File: config.mk
export PLATFORM = sky130hd
export DESIGN_NAME = lru_tlb
export DESIGN_NICKNAME = d
export VERILOG_FILES = /design/src/rtl/tlb_pkg.sv /design/src/rtl/tlb_entry_match.sv /design/src/rtl/tlb_recency.sv /design/src/rtl/tlb_select.sv /design/src/rtl/lru_tlb.sv
export SDC_FILE = /design/constraint.sdc
export NUM_CORES = 2
export LEC_CHECK = 0
export BUFFER_PORTS_ARGS = -buffer_cell sky130_fd_sc_hd__buf_2
export CORE_ASPECT_RATIO = 0.8
export CORE_MARGIN = 10
export CORE_UTILIZATION = 64
export DETAILED_ROUTE_END_ITERATION = 8
export PLACE_DENSITY = 0.82
export SLEW_MARGIN = 5
export SYNTH_ARGS = -nofsm -noshare
export SYNTH_HDL_FRONTEND = slang
export SYNTH_SLANG_ARGS = --single-unit
File: constraint.sdc
create_clock -name clk_i -period 18.8 [get_ports clk_i]
set_input_delay 3.76 -clock clk_i [delete_from_list [all_inputs] [get_ports clk_i]]
set_output_delay 3.76 -clock clk_i [all_outputs]
set_load 0.05 [all_outputs]
File: src/rtl/tlb_pkg.sv
package tlb_pkg;
  typedef enum logic [1:0] {
    PG_4K  = 2'd0,
    PG_2M  = 2'd1,
    PG_1G  = 2'd2,
    PG_ALT = 2'd3
  } pg_size_e;

  typedef enum logic [1:0] {
    MNT_ALL   = 2'd0,
    MNT_LOCAL = 2'd1,
    MNT_DEMAP = 2'd2,
    MNT_NOP   = 2'd3
  } mnt_op_e;

  function automatic int unsigned pg_shift(logic [1:0] code);
    case (code)
      PG_2M:   return 21;
      PG_1G:   return 30;
      default: return 12;
    endcase
  endfunction

  function automatic logic [63:0] pg_mask(logic [1:0] code);
    return (64'd1 << pg_shift(code)) - 64'd1;
  endfunction
endpackage

File: src/rtl/tlb_entry_match.sv
module tlb_entry_match
  import tlb_pkg::*;
#(
  parameter int VA_W = 40
) (
  input  logic            valid_i,
  input  logic [VA_W-1:0] start_i,
  input  logic [1:0]      size_i,
  input  logic [VA_W-1:0] va_i,
  output logic            hit_o
);
  localparam int EW = VA_W + 1;
  logic [EW-1:0] span, lim;

  always_comb begin
    span  = EW'(1) << pg_shift(size_i);
    lim   = {1'b0, start_i} + span;
    hit_o = valid_i && (start_i <= va_i) && ({1'b0, va_i} < lim);
  end
endmodule

File: src/rtl/tlb_recency.sv
module tlb_recency #(
  parameter int N  = 8,
  parameter int AW = 3
) (
  input  logic                 clk_i,
  input  logic                 rst_ni,
  input  logic                 promote_i,
  input  logic [AW-1:0]        promote_idx_i,
  output logic [N-1:0][AW-1:0] age_o,
  output logic [AW-1:0]        lru_idx_o
);
  logic [N-1:0][AW-1:0] age_q;

  // age 0 is most recent; ages form a permutation of 0..N-1
  always_ff @(posedge clk_i or negedge rst_ni) begin
    if (!rst_ni) begin
      for (int i = 0; i < N; i++) age_q[i] <= AW'(i);
    end else if (promote_i) begin
      for (int i = 0; i < N; i++) begin
        if (AW'(i) == promote_idx_i) age_q[i] <= '0;
        else if (age_q[i] < age_q[promote_idx_i]) age_q[i] <= age_q[i] + 1'b1;
      end
    end
  end

  always_comb begin
    lru_idx_o = '0;
    for (int i = 0; i < N; i++)
      if (age_q[i] == AW'(N - 1)) lru_idx_o = AW'(i);
  end

  assign age_o = age_q;

  for (genvar a = 0; a < N; a++) begin : g_perm
    logic [N-1:0] holders;
    for (genvar e = 0; e < N; e++) begin : g_h
      assign holders[e] = (age_q[e] == AW'(a));
    end

    age_perm_chk: assert property (@(posedge clk_i) disable iff (!rst_ni)
      $countones(holders) == 1);
  end
endmodule

File: src/rtl/tlb_select.sv
module tlb_select #(
  parameter int N  = 8,
  parameter int AW = 3
) (
  input  logic [N-1:0]         match_i,
  input  logic [N-1:0]         vld_i,
  input  logic [N-1:0][AW-1:0] age_i,
  input  logic [AW-1:0]        lru_idx_i,
  output logic                 hit_o,
  output logic [AW-1:0]        hit_idx_o,
  output logic [AW-1:0]        fill_idx_o
);
  logic [AW-1:0] best_age, free_idx;
  logic          free_any;

  always_comb begin
    hit_o     = 1'b0;
    best_age  = '1;
    hit_idx_o = '0;
    for (int i = 0; i < N; i++) begin
      if (match_i[i] && (!hit_o || age_i[i] < best_age)) begin
        hit_o     = 1'b1;
        best_age  = age_i[i];
        hit_idx_o = AW'(i);
      end
    end
  end

  always_comb begin
    free_any = 1'b0;
    free_idx = '0;
    for (int i = N - 1; i >= 0; i--) begin
      if (!vld_i[i]) begin
        free_any = 1'b1;
        free_idx = AW'(i);
      end
    end
    fill_idx_o = free_any ? free_idx : lru_idx_i;
  end
endmodule

File: src/rtl/lru_tlb.sv
module lru_tlb
  import tlb_pkg::*;
#(
  parameter int N    = 8,
  parameter int VA_W = 40,
  parameter int PA_W = 40
) (
  input  logic            clk_i,
  input  logic            rst_ni,
  input  logic            mnt_valid_i,
  input  logic [1:0]      mnt_op_i,
  input  logic [VA_W-1:0] mnt_va_i,
  output logic            mnt_ready_o,
  input  logic            ins_valid_i,
  input  logic [VA_W-1:0] ins_va_i,
  input  logic [PA_W-1:0] ins_pa_i,
  input  logic [1:0]      ins_size_i,
  input  logic            ins_global_i,
  output logic            ins_ready_o,
  input  logic            lkp_valid_i,
  input  logic [VA_W-1:0] lkp_va_i,
  input  logic            lkp_touch_i,
  output logic            lkp_ready_o,
  output logic            rsp_valid_o,
  output logic            rsp_hit_o,
  output logic [PA_W-1:0] rsp_pa_o,
  output logic            rsp_global_o,
  output logic [1:0]      rsp_size_o
);
  localparam int AW = (N > 1) ? $clog2(N) : 1;

  logic [N-1:0]         vld_q, glb_q, match;
  logic [VA_W-1:0]      start_q [N];
  logic [PA_W-1:0]      pa_q    [N];
  logic [1:0]           sz_q    [N];
  logic [N-1:0][AW-1:0] age;
  logic [AW-1:0]        lru_idx, hit_idx, fill_idx, prom_idx;
  logic                 hit, do_mnt, do_ins, do_lkp, promote;
  logic [VA_W-1:0]      cmp_va;
  mnt_op_e              op;

  assign mnt_ready_o = 1'b1;
  assign ins_ready_o = !mnt_valid_i;
  assign lkp_ready_o = !mnt_valid_i && !ins_valid_i;
  assign do_mnt      = mnt_valid_i;
  assign do_ins      = ins_valid_i && ins_ready_o;
  assign do_lkp      = lkp_valid_i && lkp_ready_o;
  assign op          = mnt_op_e'(mnt_op_i);
  // demap and lookup share the matchers; maintenance owns them when present
  assign cmp_va      = mnt_valid_i ? mnt_va_i : lkp_va_i;

  for (genvar g = 0; g < N; g++) begin : g_match
    tlb_entry_match #(.VA_W(VA_W)) i_match (
      .valid_i(vld_q[g]), .start_i(start_q[g]), .size_i(sz_q[g]),
      .va_i(cmp_va), .hit_o(match[g])
    );
  end

  tlb_select #(.N(N), .AW(AW)) i_select (
    .match_i(match), .vld_i(vld_q), .age_i(age), .lru_idx_i(lru_idx),
    .hit_o(hit), .hit_idx_o(hit_idx), .fill_idx_o(fill_idx)
  );

  assign promote  = do_ins || (do_lkp && hit && lkp_touch_i);
  assign prom_idx = do_ins ? fill_idx : hit_idx;

  tlb_recency #(.N(N), .AW(AW)) i_recency (
    .clk_i(clk_i), .rst_ni(rst_ni), .promote_i(promote),
    .promote_idx_i(prom_idx), .age_o(age), .lru_idx_o(lru_idx)
  );

  always_ff @(posedge clk_i or negedge rst_ni) begin
    if (!rst_ni) begin
      vld_q <= '0;
      glb_q <= '0;
      for (int i = 0; i < N; i++) begin
        start_q[i] <= '0;
        pa_q[i]    <= '0;
        sz_q[i]    <= '0;
      end
    end else if (do_mnt) begin
      case (op)
        MNT_ALL:   vld_q <= '0;
        MNT_LOCAL: vld_q <= vld_q & glb_q;
        MNT_DEMAP: if (hit) vld_q[hit_idx] <= 1'b0;
        default:   ;
      endcase
    end else if (do_ins) begin
      vld_q[fill_idx]   <= 1'b1;
      glb_q[fill_idx]   <= ins_global_i;
      start_q[fill_idx] <= ins_va_i & ~VA_W'(pg_mask(ins_size_i));
      pa_q[fill_idx]    <= ins_pa_i;
      sz_q[fill_idx]    <= ins_size_i;
    end
  end

  always_ff @(posedge clk_i or negedge rst_ni) begin
    if (!rst_ni) begin
      rsp_valid_o  <= 1'b0;
      rsp_hit_o    <= 1'b0;
      rsp_pa_o     <= '0;
      rsp_global_o <= 1'b0;
      rsp_size_o   <= '0;
    end else begin
      rsp_valid_o  <= do_lkp;
      rsp_hit_o    <= do_lkp && hit;
      rsp_pa_o     <= (do_lkp && hit)
                      ? (pa_q[hit_idx] | PA_W'(lkp_va_i & VA_W'(pg_mask(sz_q[hit_idx]))))
                      : '0;
      rsp_global_o <= do_lkp && hit && glb_q[hit_idx];
      rsp_size_o   <= (do_lkp && hit) ? sz_q[hit_idx] : 2'd0;
    end
  end


  rsp_follows_chk: assert property (@(posedge clk_i) disable iff (!rst_ni)
    (lkp_valid_i && lkp_ready_o) |=> rsp_valid_o);

  rsp_hit_valid_chk: assert property (@(posedge clk_i) disable iff (!rst_ni)
    rsp_hit_o |-> rsp_valid_o);

  flush_all_chk: assert property (@(posedge clk_i) disable iff (!rst_ni)
    (mnt_valid_i && mnt_op_i == 2'd0) |=> (vld_q == '0));

  flush_local_chk: assert property (@(posedge clk_i) disable iff (!rst_ni)
    (mnt_valid_i && mnt_op_i == 2'd1) |=> ((vld_q & ~glb_q) == '0));

  demap_one_chk: assert property (@(posedge clk_i) disable iff (!rst_ni)
    (mnt_valid_i && mnt_op_i == 2'd2 && hit)
      |=> ($countones(vld_q) == $past($countones(vld_q)) - 1));

  ins_fill_chk: assert property (@(posedge clk_i) disable iff (!rst_ni)
    (ins_valid_i && ins_ready_o) |=> vld_q[$past(fill_idx)]);
endmodule

==> metrics.csv <==
metric,value,unit
path_clk_slew,60,ps
dieArea,93600,um^2
detailedPlacementHpwl,127,mm
pwr_density_cell,97.1,nW/um^2
setup_total_negative_slack,0,ps
syn-mean-instance-area,9.34,um^2
worst-path-max-fanout,14,
drv.max_cap_violation_count,0,
placement_rows,93,
worst_clock_skew,23.8,ps
grt_pass1_wl,267,mm
cts-root-buf,sky130_fd_sc_hd__clkbuf_16,
crit_path_end,rsp_pa_o[6]$_DFF_PN0_,
remaining_drc_errors,0,
die_height,276,um
synth-warning-count,0,
yosys_register_bits,709,
timing_worst_slew_pin_value,1300,ps
cell_variety_after_synth,95,
r2r_cells,82,
hold_violations,0,
achievable-frequency,0.0562,GHz
clk-insertion-delay-late,670,ps
final_cell_mix,"926 x sky130_fd_sc_hd__nand2_1, 782 x sky130_fd_sc_hd__ha_1, 697 x sky130_fd_sc_hd__dfrtp_1",
placed_cell_area,55200,um^2
holdCritPathClass,reg2reg,
hold-path-cell-count,2,
synth-seq-area-share,34.0,%
initial_antenna_violation_count,10,
vias_per_cell,6.65,
crit_path_end_kind,flop,
ff2ff_setup_slack,990,ps
synth_largest_type_area_fraction,33.4,%
fin_area,58000,um^2
remaining_number_of_nets_flagged_by_the_antenna_check_after_routing,0,
required,19380,ps
initial_core_util,64.7,%
timing.final.max_slew_violations,0,
timing.hold.ws,471,ps
finish.net_count,6828,
cts-root-to-sink-buffers,3,
timing.rr.start,sz_q[12]$_DFFE_PN0P_,
setup-violations-final,0,
areaGrowthSynthToFinish,10.9,%
clkSinkCount,709,
final_core_utilization,71.8,%
worst_ir_drop_vdd,0.0936,mV
finalCriticalPeriod,17810,ps
drt-pass1-iter-count,6,
h-tree-depth,3,
wl_per_cell,25.2,um
die_w,339,um
grt.total_usage,36.7,%
critPathMostFrequentCell,sky130_fd_sc_hd__a21oi_1,
run_status,completed,
dominant_register_cell_in_the_synthesized_netlist,sky130_fd_sc_hd__dfrtp_1,
critical_path.startpoint_type,flop,
placement.io_buffers,213,
timing_startpoint_of_the_critical_path,sz_q[12]$_DFFE_PN0P_,
tritoncts,done,
crit-reg2reg-capture,rsp_pa_o[6]$_DFF_PN0_,
io_pins,219,
drt_iter0_markers,5789,
fp.coreArea,80800,um^2
leakage,29.1,nW
layout_worst_path_cycle_share,94.7,%
total_via_count_after_detailed_routing,46800,
layout.filler_cells,6063,
timing.setup.critical_path_class,reg2reg,
master_of_the_slowest_instance_on_the_critical_path,sky130_fd_sc_hd__a21oi_1,
min_from,pa_q[194]$_DFFE_PN0P_,
crit_path_max_incr_delay,550,ps
multi_input_comb_area,33600,um^2
netlist_top_cells_area,"sky130_fd_sc_hd__dfrtp_1 33%, sky130_fd_sc_hd__ha_1 19%, sky130_fd_sc_hd__mux2_2 7.2%",
synth_edf_count,0,
netlist_instances,5595,
numCtsBuffers,77,
syn_area,52300,um^2
synthArstFlopShare,100,%
worst_path_arrival,18390,ps
detail_route.wirelength,177,mm
relSlewSlack,12.6,%
grt_max_degree,178,
gp_routability_congestion,1.01,
number_of_global_route_vias_before_repair,44700,
synth_area_leader_cell,sky130_fd_sc_hd__dfrtp_1,
grt_overflow,0,
sequential_cell_area,17800,um^2
final_layout_size_suffix_gt1_share,15.2,%
mostFrequentLayoutCell,sky130_fd_sc_hd__nand2_1,
==> worst min path at each step <==
stage                                  to  slack [ps]
finish              pa_q[194]$_DFFE_PN0P_         470
floorplan           pa_q[164]$_DFFE_PN0P_         440
CTS                 pa_q[194]$_DFFE_PN0P_         470
global placement    pa_q[171]$_DFFE_PN0P_         450
global route        pa_q[258]$_DFFE_PN0P_         500
detailed placement  pa_q[167]$_DFFE_PN0P_         460
==> report_power, final <==
group          internal, mW  switching, mW  leakage (nW)  total, mW
sequential             1.77          0.266          9.52       2.04
combinational         0.816           1.18          18.3       1.99
clock                 0.907          0.692          1.27       1.60
total                  3.50           2.13          29.1       5.63
==> flip-flops by register name, summed over array words and instances, names as in the netlist <==
signal           count
i_recency.age_o     24
rsp_hit_o            1
start_q            288
rsp_pa_o            40
glb_q                8
rsp_valid_o          1
sz_q                16
pa_q               320
rsp_global_o         1
vld_q                8
rsp_size_o           2
==> kinds of logic after synthesis <==
logic type | after synthesis | synth area share, %
simple gates | 1800 | 15.9
fa+ha+maj | 791 | 19.0
compound gates | 1310 | 15.8
flops | 709 | 34.0
mux | 399 | 8.45
buf+inv | 318 | 2.32
other cells | 2 | 0.0144
xor+xnor | 266 | 4.46
==> cell usage after synthesis, types with 8 or more instances <==
library cell	n
sky130_fd_sc_hd__and3_1	76
sky130_fd_sc_hd__o21a_1	39
sky130_fd_sc_hd__or3_1	10
sky130_fd_sc_hd__a21oi_1	285
sky130_fd_sc_hd__dfrtp_1	697
sky130_fd_sc_hd__nor3_1	43
sky130_fd_sc_hd__nor4_1	23
sky130_fd_sc_hd__o31ai_1	9
sky130_fd_sc_hd__o2111ai_1	8
sky130_fd_sc_hd__nand2_1	935
sky130_fd_sc_hd__mux2i_1	66
sky130_fd_sc_hd__inv_1	145
sky130_fd_sc_hd__a2111oi_0	9
sky130_fd_sc_hd__or2_2	17
sky130_fd_sc_hd__a31oi_1	90
sky130_fd_sc_hd__and2_1	29
sky130_fd_sc_hd__a22o_1	17
sky130_fd_sc_hd__o22ai_1	42
sky130_fd_sc_hd__nand2b_1	56
sky130_fd_sc_hd__mux2_2	332
sky130_fd_sc_hd__a21o_1	175
sky130_fd_sc_hd__and4_1	17
sky130_fd_sc_hd__and3b_1	12
sky130_fd_sc_hd__dfstp_2	12
sky130_fd_sc_hd__a31o_2	12
sky130_fd_sc_hd__o21bai_1	9
sky130_fd_sc_hd__a22oi_1	18
sky130_fd_sc_hd__fa_1	8
sky130_fd_sc_hd__o21ai_1	8
sky130_fd_sc_hd__nor2b_1	90
sky130_fd_sc_hd__a221o_1	9
sky130_fd_sc_hd__a211o_1	10
sky130_fd_sc_hd__a32oi_1	16
sky130_fd_sc_hd__clkbuf_1	156
sky130_fd_sc_hd__o211ai_1	35
sky130_fd_sc_hd__nor2_1	214
sky130_fd_sc_hd__nand3_1	122
sky130_fd_sc_hd__xor2_1	111
sky130_fd_sc_hd__xnor2_1	155
sky130_fd_sc_hd__ha_1	782
sky130_fd_sc_hd__buf_1	10
sky130_fd_sc_hd__a211oi_1	37
sky130_fd_sc_hd__nor3b_1	23
sky130_fd_sc_hd__nand4_1	118
sky130_fd_sc_hd__o21ai_0	397
==> layout make-up <==
cell class	instances	share of cell area, %
Clock buffer	111	3.80
Antenna cell	10	0.0432
Timing Repair Buffer	350	3.67
Inverter	145	0.939
Tap cell	1092	2.36
Multi-Input combinational cell	4584	57.9
Clock inverter	30	0.656
Sequential cell	709	30.6
==> critical path, delay by kind of cell (launching register included) <==
kind | cells | cell delay [ps]
flops | 1 | 410
simple gates | 25 | 4640
mux | 1 | 360
compound gates | 37 | 7800
buf+inv | 6 | 680
fa+ha+maj | 11 | 3390
xor+xnor | 2 | 340
==> per-stage QoR <==
| step | instances | total power, mW | setup WS, ps |
|---|---|---|---|
| CTS | 7016 | 5.54 | 427 |
| global route | 7027 | 5.92 | -3.86 |
| finish | 7031 | 5.63 | 991 |
| global placement | 6875 | 3.84 | 291 |
| floorplan | 5610 | 3.30 | 1160 |
| detailed placement | 6875 | 3.94 | -26.0 |
==> metal layers <==
layer / part of all wire, % / track usage, % / up-vias / wire [um]
met5: 0.013 / 0 / - / 23
met4: 5.0 / 15.8 / 4 / 8800
met3: 13 / 11.8 / 569 / 23700
met2: 41 / 52.8 / 2793 / 72400
met1: 41 / 50.5 / 22500 / 72500
li1: - / - / 20900 / -
==> timing repair <==
action                     4_1_cts  5_1_grt
setup buffers                    0        4
setup endpoints to repair        0       67
resized for setup                0       25
hold buffers                     0        0
No activity file was read; power rests on OpenSTA's default activity.
